$ cat src/rtl/burst_seq_pkg.sv
package burst_seq_pkg;
  localparam int BLOCK_W = 4;            // 16-word boundary
  localparam int SKEW_W  = 2;            // misalignment within a 4-word group
  localparam int LEN_W   = 3;
  localparam int BEAT_W  = BLOCK_W + 1;

  localparam logic [LEN_W-1:0] LEN_4    = 3'b001;
  localparam logic [LEN_W-1:0] LEN_8    = 3'b010;
  localparam logic [LEN_W-1:0] LEN_16   = 3'b011;
  localparam logic [LEN_W-1:0] LEN_CONT = 3'b111;

  typedef struct packed {
    logic               load;
    logic               advance;
    logic               wrapEn;
    logic [BLOCK_W-1:0] wrapMask;
  } seqStrobe_t;

  typedef struct packed {
    logic               cont;
    logic [BEAT_W-1:0]  beats;
    logic [BLOCK_W-1:0] mask;
  } lenInfo_t;

  function automatic lenInfo_t decodeLen(input logic [LEN_W-1:0] code);
    lenInfo_t r;
    r.cont  = 1'b0;
    r.beats = BEAT_W'(4);
    r.mask  = BLOCK_W'(3);
    case (code)
      LEN_4:   begin r.beats = BEAT_W'(4);  r.mask = BLOCK_W'(3);  end
      LEN_8:   begin r.beats = BEAT_W'(8);  r.mask = BLOCK_W'(7);  end
      LEN_16:  begin r.beats = BEAT_W'(16); r.mask = BLOCK_W'(15); end
      default: begin r.cont = 1'b1; r.beats = BEAT_W'(0); r.mask = BLOCK_W'(0); end
    endcase
    return r;
  endfunction
endpackage

$ cat src/rtl/burst_seq_dp.sv
module burst_seq_dp
  import burst_seq_pkg::*;
#(
  parameter int ADDR_W = 23
) (
  input  logic              clk,
  input  logic              rstN,
  input  seqStrobe_t        strobe,
  input  logic [ADDR_W-1:0] startAddr,
  output logic [ADDR_W-1:0] wordAddr,
  output logic              atBlockEnd
);
  logic [ADDR_W-1:0] addrQ;
  logic [ADDR_W-1:0] incr;
  logic [ADDR_W-1:0] nextAddr;

  always_comb begin
    incr = addrQ + ADDR_W'(1);
    if (strobe.wrapEn)
      nextAddr = {addrQ[ADDR_W-1:BLOCK_W],
                  (addrQ[BLOCK_W-1:0] & ~strobe.wrapMask) |
                  (incr[BLOCK_W-1:0] & strobe.wrapMask)};
    else
      nextAddr = incr;
  end

  always_ff @(posedge clk) begin
    if (!rstN)                addrQ <= '0;
    else if (strobe.load)     addrQ <= startAddr;
    else if (strobe.advance)  addrQ <= nextAddr;
  end

  assign wordAddr   = addrQ;
  assign atBlockEnd = &addrQ[BLOCK_W-1:0];

  AST_WRAP_KEEPS_UPPER: assert property (@(posedge clk) disable iff (!rstN)
    (strobe.advance && strobe.wrapEn && !strobe.load) |=> $stable(addrQ[ADDR_W-1:BLOCK_W]));
endmodule

$ cat src/rtl/burst_seq_ctrl.sv
module burst_seq_ctrl
  import burst_seq_pkg::*;
(
  input  logic              clk,
  input  logic              rstN,
  input  logic              startReq,
  input  logic [SKEW_W-1:0] startSkew,
  input  logic              cfgAsync,
  input  logic [LEN_W-1:0]  cfgLen,
  input  logic              cfgWrap,
  input  logic              cfgWaitPol,
  input  logic              cfgWaitEarly,
  input  logic              chipSel,
  input  logic              outEn,
  input  logic              atBlockEnd,
  output seqStrobe_t        strobe,
  output logic              beatValid,
  output logic              rdyWait,
  output logic              rdyWaitOe
);
  logic               active, inWait, contMode, wrapEff;
  logic [SKEW_W-1:0]  waitLeft;
  logic [BEAT_W-1:0]  beatsLeft;
  logic [BLOCK_W-1:0] maskQ;
  lenInfo_t           lenNow;

  logic loadNow, beatStep, lastBeat, enterWait, waitStep, waitNext, rawWait;

  assign lenNow    = decodeLen(cfgLen);
  assign loadNow   = startReq & chipSel & ~cfgAsync;
  assign beatStep  = active & ~inWait & outEn;
  assign lastBeat  = ~contMode & (beatsLeft == BEAT_W'(1));
  assign enterWait = ~wrapEff & atBlockEnd & (waitLeft != '0);
  assign waitStep  = active & inWait & outEn;

  always_comb begin
    strobe.load     = loadNow;
    strobe.advance  = beatStep & ~lastBeat & ~loadNow;
    strobe.wrapEn   = wrapEff;
    strobe.wrapMask = maskQ;
  end

  always_ff @(posedge clk) begin
    if (!rstN) begin
      active    <= 1'b0;
      inWait    <= 1'b0;
      contMode  <= 1'b0;
      wrapEff   <= 1'b0;
      waitLeft  <= '0;
      beatsLeft <= '0;
      maskQ     <= '0;
    end else if (!chipSel) begin
      active <= 1'b0;
      inWait <= 1'b0;
    end else if (loadNow) begin
      active    <= 1'b1;
      inWait    <= 1'b0;
      contMode  <= lenNow.cont;
      wrapEff   <= cfgWrap & ~lenNow.cont;
      maskQ     <= lenNow.mask;
      beatsLeft <= lenNow.beats;
      waitLeft  <= (cfgWrap & ~lenNow.cont) ? '0 : startSkew;
    end else begin
      if (beatStep) begin
        if (lastBeat) begin
          active <= 1'b0;
        end else begin
          if (!contMode) beatsLeft <= beatsLeft - BEAT_W'(1);
          if (enterWait) inWait <= 1'b1;
        end
      end
      if (waitStep) begin
        waitLeft <= waitLeft - SKEW_W'(1);
        if (waitLeft == SKEW_W'(1)) inWait <= 1'b0;
      end
    end
  end

  // look-ahead: the next presented cycle is a wait cycle
  assign waitNext = active & ((inWait & (waitLeft > SKEW_W'(1))) |
                              (~inWait & ~lastBeat & enterWait));
  assign rawWait   = cfgWaitEarly ? waitNext : (active & inWait);
  assign beatValid = active & ~inWait;
  assign rdyWaitOe = chipSel;
  assign rdyWait   = chipSel & (cfgWaitPol ? rawWait : ~rawWait);

  AST_WAIT_NEEDS_COUNT: assert property (@(posedge clk) disable iff (!rstN)
    inWait |-> (waitLeft != '0));
  AST_NO_WAIT_IN_WRAP: assert property (@(posedge clk) disable iff (!rstN)
    wrapEff |-> !inWait);
  AST_ASYNC_NO_START: assert property (@(posedge clk) disable iff (!rstN)
    (!active && cfgAsync) |=> !active);
  AST_DESELECT_ABORT: assert property (@(posedge clk) disable iff (!rstN)
    !chipSel |=> !active);
  AST_FINITE_COUNT: assert property (@(posedge clk) disable iff (!rstN)
    (active && !contMode) |-> (beatsLeft != '0));
  AST_CONT_LINEAR: assert property (@(posedge clk) disable iff (!rstN)
    contMode |-> !wrapEff);
endmodule

$ cat src/rtl/burst_addr_seq.sv
module burst_addr_seq
  import burst_seq_pkg::*;
#(
  parameter int ADDR_W = 23
) (
  input  logic              clk,
  input  logic              rstN,
  input  logic              startReq,
  input  logic [ADDR_W-1:0] startAddr,
  input  logic              cfgAsync,
  input  logic [LEN_W-1:0]  cfgLen,
  input  logic              cfgWrap,
  input  logic              cfgWaitPol,
  input  logic              cfgWaitEarly,
  input  logic              chipSel,
  input  logic              outEn,
  output logic [ADDR_W-1:0] wordAddr,
  output logic              beatValid,
  output logic              rdyWait,
  output logic              rdyWaitOe
);
  seqStrobe_t strobe;
  logic       atBlockEnd;

  burst_seq_ctrl u_ctrl (
    .clk(clk), .rstN(rstN), .startReq(startReq), .startSkew(startAddr[SKEW_W-1:0]),
    .cfgAsync(cfgAsync), .cfgLen(cfgLen), .cfgWrap(cfgWrap), .cfgWaitPol(cfgWaitPol),
    .cfgWaitEarly(cfgWaitEarly), .chipSel(chipSel), .outEn(outEn), .atBlockEnd(atBlockEnd),
    .strobe(strobe), .beatValid(beatValid), .rdyWait(rdyWait), .rdyWaitOe(rdyWaitOe)
  );

  burst_seq_dp #(.ADDR_W(ADDR_W)) u_dp (
    .clk(clk), .rstN(rstN), .strobe(strobe), .startAddr(startAddr),
    .wordAddr(wordAddr), .atBlockEnd(atBlockEnd)
  );

  AST_PAUSE_HOLD: assert property (@(posedge clk) disable iff (!rstN)
    (chipSel && !outEn && !startReq) |=> $stable(wordAddr));
endmodule

$ cat config.mk
export PLATFORM = sky130hd
export DESIGN_NAME = burst_addr_seq
export DESIGN_NICKNAME = d
export VERILOG_FILES = /design/src/rtl/burst_seq_pkg.sv /design/src/rtl/burst_seq_dp.sv /design/src/rtl/burst_seq_ctrl.sv /design/src/rtl/burst_addr_seq.sv
export SDC_FILE = /design/constraint.sdc
export NUM_CORES = 1
export LEC_CHECK = 0
export ABC_AREA = 1
export ABC_CLOCK_PERIOD_IN_PS = 1400
export CAP_MARGIN = 20
export CORE_MARGIN = 10
export CORE_UTILIZATION = 45
export CTS_CLUSTER_SIZE = 10
export DETAILED_ROUTE_END_ITERATION = 10
export GPL_TIMING_DRIVEN = 0
export PLACE_DENSITY = 0.81
export SETUP_SLACK_MARGIN = 0.15
export SLEW_MARGIN = 15
export SYNTH_ARGS = -nofsm -noshare
export SYNTH_HDL_FRONTEND = slang
export SYNTH_SLANG_ARGS = --single-unit
$ cat constraint.sdc
create_clock -name clk -period 1.4 [get_ports clk]
set_input_delay 0.28 -clock clk [delete_from_list [all_inputs] [get_ports clk]]
set_output_delay 0.28 -clock clk [all_outputs]
set_load 0.02 [all_outputs]
### After elaboration in Yosys (flattened, before gate mapping)

Cells that the tools add are included.

* reductions and logical operators: 14
* order comparisons: 1
* equality and inequality tests: 8
* add/sub/neg operators: 3
* muxes and demuxes: 22
* bitwise logic cells: 31

Operators with widths (count)
* $mux 23: 3
* $pmux 9 s3: 1
* $add 23x1->23 const B: 1
* $mux 5: 4
* $and 1x1->1: 17
* $mux 1: 11
* $reduce_and 2->1: 5
* $reduce_bool 2->1: 5
* $not 1->1: 9
* $and 4x4->4: 2
* $reduce_and 4->1: 2
* $eq 3x2->1 const B: 2
* $mux 2: 3
* $reduce_or 3->1: 2
* $eq 5x1->1 const B: 1
* $sub 5x1->5 const B: 1
* $ne 2x2->1 const B: 2
* $not 4->4: 1
* $or 4x4->4: 1
* $eq 3x1->1 const B: 1
* $eq 2x1->1 const B: 1
* $gt 2x1->1 const B: 1
* $ne 2x1->1 const B: 1
* $sub 2x1->2 const B: 1
* $or 1x1->1: 1

* output and inout port bits: 26
* logic and storage cells: 88
* input bits: 35
* bits in registers: 38

### Logic depth before layout (Yosys ltp)

* depth after elaboration: 11
* depth in mapped cells: 9
* depth with buffers taken out: 9

### Hierarchy

From an unflattened synthesis, not the netlist that was laid out.

* cells, all modules: 408
* area total of the unflattened synthesis: 2648.8 um^2

Modules (own cells, without submodules)
* burst_seq_dp: cells an instance 260, instances 1, area an instance 1670.4 um^2, sequential area each 460.4 um^2
* burst_seq_ctrl: cells an instance 148, instances 1, area an instance 978.4 um^2, sequential area each 280.3 um^2

### Least setup slack after synthesis

Ideal clock, no wire load.

* path kind: register -> output
* from: register u_dp.addrQ[0], in the netlist u_dp.wordAddr[0]
* to: output port rdyWait
* required time: 1.120 ns
* setup slack: -0.385 ns
* buffers on the path: 0
* data arrival time: 1.505 ns
* cell stages (with the launch flop): 8
* cells stage by stage: dfxtp_1 -> ha_1 -> nand3_1 -> nor3_1 -> nand4_1 -> nand3_1 -> nand2_1 -> nor2_1

* cells in the longest elaborated chain, start to end: 10

Ends and longest elaborated chain
* from (decl): line burst_seq_dp.sv:13 `logic [ADDR_W-1:0] addrQ;`
* from (signal assigned): line burst_seq_dp.sv:29 `else if (strobe.load) addrQ <= startAddr;`
* from (signal assigned): line burst_seq_dp.sv:30 `else if (strobe.advance) addrQ <= nextAddr;`
* $reduce_and 4->1 (*): line burst_seq_dp.sv:34 `assign atBlockEnd = &addrQ[BLOCK_W-1:0];`
* $and 1x1->1 (*) (2 in a row): line burst_seq_ctrl.sv:33 `assign enterWait = ~wrapEff & atBlockEnd & (waitLeft != '0);`
* $and 1x1->1 (*): line burst_seq_ctrl.sv:81 `(~inWait & ~lastBeat & enterWait));`
* $or 1x1->1 (*): line burst_seq_ctrl.sv:80 `assign waitNext = active & ((inWait & (waitLeft > SKEW_W'(1))) |`
* $and 1x1->1 (*): line burst_seq_ctrl.sv:80
* $mux 1 (*): line burst_seq_ctrl.sv:82 `assign rawWait = cfgWaitEarly ? waitNext : (active & inWait);`
* $not 1->1: line burst_seq_ctrl.sv:85 `assign rdyWait = chipSel & (cfgWaitPol ? rawWait : ~rawWait);`
* $mux 1 (*): line burst_seq_ctrl.sv:85
* $and 1x1->1 (*): line burst_seq_ctrl.sv:85
* to (decl): line burst_addr_seq.sv:19 `output logic rdyWait,`

Mark *: on every way between the ends. The rest lies on a longest branch, timed or not.

==> key figures <==
Outcome
  • Status: finished, violations left
  • Violated checks: setup timing

Critical path
  • CP Launch Type: flip-flop
  • Critical path type: reg -> out
  • Worst Setup End Kind: output pin
  • Crit path max fanout: 2
  • WP data required: 1.12 ns
  • Setup slack, reg-to-reg: -0.34 ns
  • CP Data Arrival Time: 1.62 ns

Logic synthesis
  • Syn_nets: 440
  • Cell taking the most area after synthesis: dfxtp_1
  • Synthesis Warnings: 0
  • Most frequent cell after synthesis: nand2_1
  • Async set or reset register ratio after synthesis: 0%
  • Mapped Area: 0.00255 sq mm
  • Cells after Synth: 400
  • Top post-synthesis cells by count: nand2_1, nor2_1, inv_1
  • FF+latch count, synth: 37
  • Syn_area_per_cell: 6.37 sq um
  • Post-synth top area share: 29.0%
  • Seq/Total Area, Yosys: 29.0%
  • Synth cell types: 33
  • Top_reg_cell synth: dfxtp_1
  • Post-synth EDFFs: 0
  • Synth top area cells: dfxtp_1, nand2_1, nand3_1, nor2_1, o21ai_0

Global route
  • Remaining Overflow, GRT: 0
  • Total GRT Usage: 20.7%
  • Vias in the first global route: 3,203
  • Initial antenna violation count: 0
  • First-pass GRT wire length: 15,100 um
  • Largest net degree at the start of global routing: 11

Timing
  • Least-Margin Pin Slew: 0.641 ns
  • Fmax: 525 MHz
  • Skew final: 0.0111 ns
  • Final Setup Violations: 27
  • Hold Vio Cnt, Final: 0
  • Fin crit period: 1.90 ns
  • RSZ-0062 raised after global routing: true
  • Final Max Slew Viols: 0
  • Worst slew margin: 57.3%
  • Final WS setup: -0.503 ns
  • Fin crit share: 136%

Drt
  • Antenna Nets Post-Route: 0
  • DRT iter0 DRCs: 562
  • DRT Pass-1 Iters: 5
  • Via density: 6.11
  • Drt total wl: 11,500 um
  • DR vias: 3,478
  • DR WL/cell: 20.2 um
  • Post-route DRC: 0

Finish
  • # diodes: 0
  • Final instance area: 0.00413 sq mm
  • Layout cell share with drive strength beyond 1: 40.8%
  • Nets: 536
  • Layout area overhead: 62.0%
  • Core Util, Final: 75.0%

Power
  • Maximum vdd ir drop: 0.494 mV
  • Sw Ratio: 33.8%
  • Internal power: 0.00180 W
  • Flop pwr share: 44.3%
  • Power share of the clock group: 28.0%
  • Leak pwr: 1.67 nW
  • P per Cell Area: 659 mW/mm^2
  • Switching power total: 0.000920 W
  • Combinational share of power: 27.7%

CTS
  • CTS root buf: clkbuf_8
  • CTS H-tree depth: 2
  • Clock transition at path regs: 0.08 ns
  • Clock sink total: 37
  • CTS buffer count: 5
  • Bufs on Longest Clock Path: 2
  • Clock insertion delay at the later pin of the skew report: 0.30 ns
  • Cts hold-fix bufs: 0
  • CTS tree: built

Hold path
  • Hold crit path type: in -> reg

Flow run
  • MaxCap Viol Count: 0

Place
  • Number of port buffers: 59
  • Placed Area: 0.00333 sq mm
  • Dpl hpwl: 5800 um
  • Gpl congestion: 0.888

Floorplan
  • # IOs: 61
  • Initial core utilization: 46.3%
  • Die Area: 0.00908 sq mm
  • Rows: 27
  • Die span in x: 95.3 um
  • Core Area: 0.00551 sq mm
  • Die span in y: 95.3 um
path summary, 6_finish.rpt:
| check | start | endpoint | depth (start not counted) |
|---|---|---|---|
| setup / recovery | flip-flop | rdyWait | 8 |
| hold / removal | rstN | flip-flop | 3 |
| setup reg to reg | flip-flop | u_dp.wordAddr[20]$_SDFFE_PN0P_ | 11 |
| hold reg to reg | u_ctrl.beatsLeft[2]$_SDFFE_PN0P_ | u_ctrl.beatsLeft[2]$_SDFFE_PN0P_ | 2 |
cell type report:
type / count / area, sq um
buffer: 13 / 103
clock buffer: 8 / 80.1
fill: 374 / 1380
inverter: 41 / 154
multi-input combinational: 310 / 2110
sequential: 37 / 788
tap: 72 / 90.1
timing repair buffer: 88 / 802
layer usage:
metal	up-vias	track usage (%)	share of wire [%]
li1	1528	-	-
met2	307	35.6	47
met3	87	4.95	12
met4	0	10.7	6.1
met5	-	0	0
met1	1556	23.2	35
cells in the final DEF (no fill, tap or decap), drive strengths merged, types with 2 or more instances in the layout:
| master | instances |
|---|---|
| a211oi | 2 |
| a21oi | 30 |
| a31oi | 2 |
| buf | 64 |
| clkbuf | 12 |
| clkdlybuf4s15 | 2 |
| clkdlybuf4s50 | 28 |
| dfxtp | 37 |
| ha | 5 |
| inv | 41 |
| mux2i | 14 |
| nand2 | 94 |
| nand3 | 41 |
| nand4 | 5 |
| nor2 | 57 |
| o211ai | 3 |
| o21a | 2 |
| o21ai | 40 |
| o21bai | 7 |
| xor2 | 2 |
power by group through the flow:
stage | logic (W) | registers, W | clock network, W
final | 0.000754 | 0.00120 | 0.000762
after global routing | 0.000807 | 0.00121 | 0.000801
after CTS | 0.000645 | 0.00119 | 0.000752
after detailed placement | 0.000578 | 0.00120 | 0
after global placement | 0.000568 | 0.00120 | 0
after floorplan | 0.000279 | 0.00123 | 0
per-stage QoR:
stage	total power (W)	hold slack (ns)	cells	setup TNS [ns]	setup slack, ns
after CTS	0.00258	0.270	561	-1.52	-0.463
after global routing	0.00282	0.354	569	-5.76	-0.611
final	0.00272	0.325	569	-4.14	-0.503
after global placement	0.00177	0.474	531	-20.38	-0.745
after detailed placement	0.00178	0.483	531	-20.71	-0.736
after floorplan	0.00151	0.431	400	-0.0956	-0.0956
worst max-delay path, stage by stage (launching register included):
cell,delay (ns)
dfxtp_4,0.37
ha_4,0.15
nand3_2,0.09
nor3_4,0.15
nand4_1,0.16
nand3_1,0.12
nand2_2,0.07
nor2_4,0.08
buf_6,0.12
kinds of logic after synthesis:
| group | Yosys count | synth area share [%] |
|---|---|---|
| adder cells (fa/ha/maj) | 5 | 2.45 |
| multiplexers | 14 | 5.50 |
| AND/OR/NAND/NOR | 201 | 34.1 |
| flip-flops | 37 | 29.0 |
| AO/OA/AOI/OAI | 86 | 18.8 |
| buffers and inverters | 54 | 9.08 |
| XOR/XNOR | 3 | 1.03 |
sequential cells by signal (all words and copies together) (netlist names), named ones only:
register          cells
u_ctrl.active         1
u_ctrl.beatsLeft      5
u_ctrl.contMode       1
u_ctrl.inWait         1
u_ctrl.maskQ          3
u_ctrl.waitLeft       2
u_ctrl.wrapEff        1
u_dp.wordAddr        20
what timing repair did:
action	in CTS	in global routing
hold endpoints to repair	0	0
gates cloned	4	0
setup buffers	18	8
resized for setup	191	98
setup endpoints to repair	63	51
pin swaps	32	35
Power figures use the tool's default switching activity.
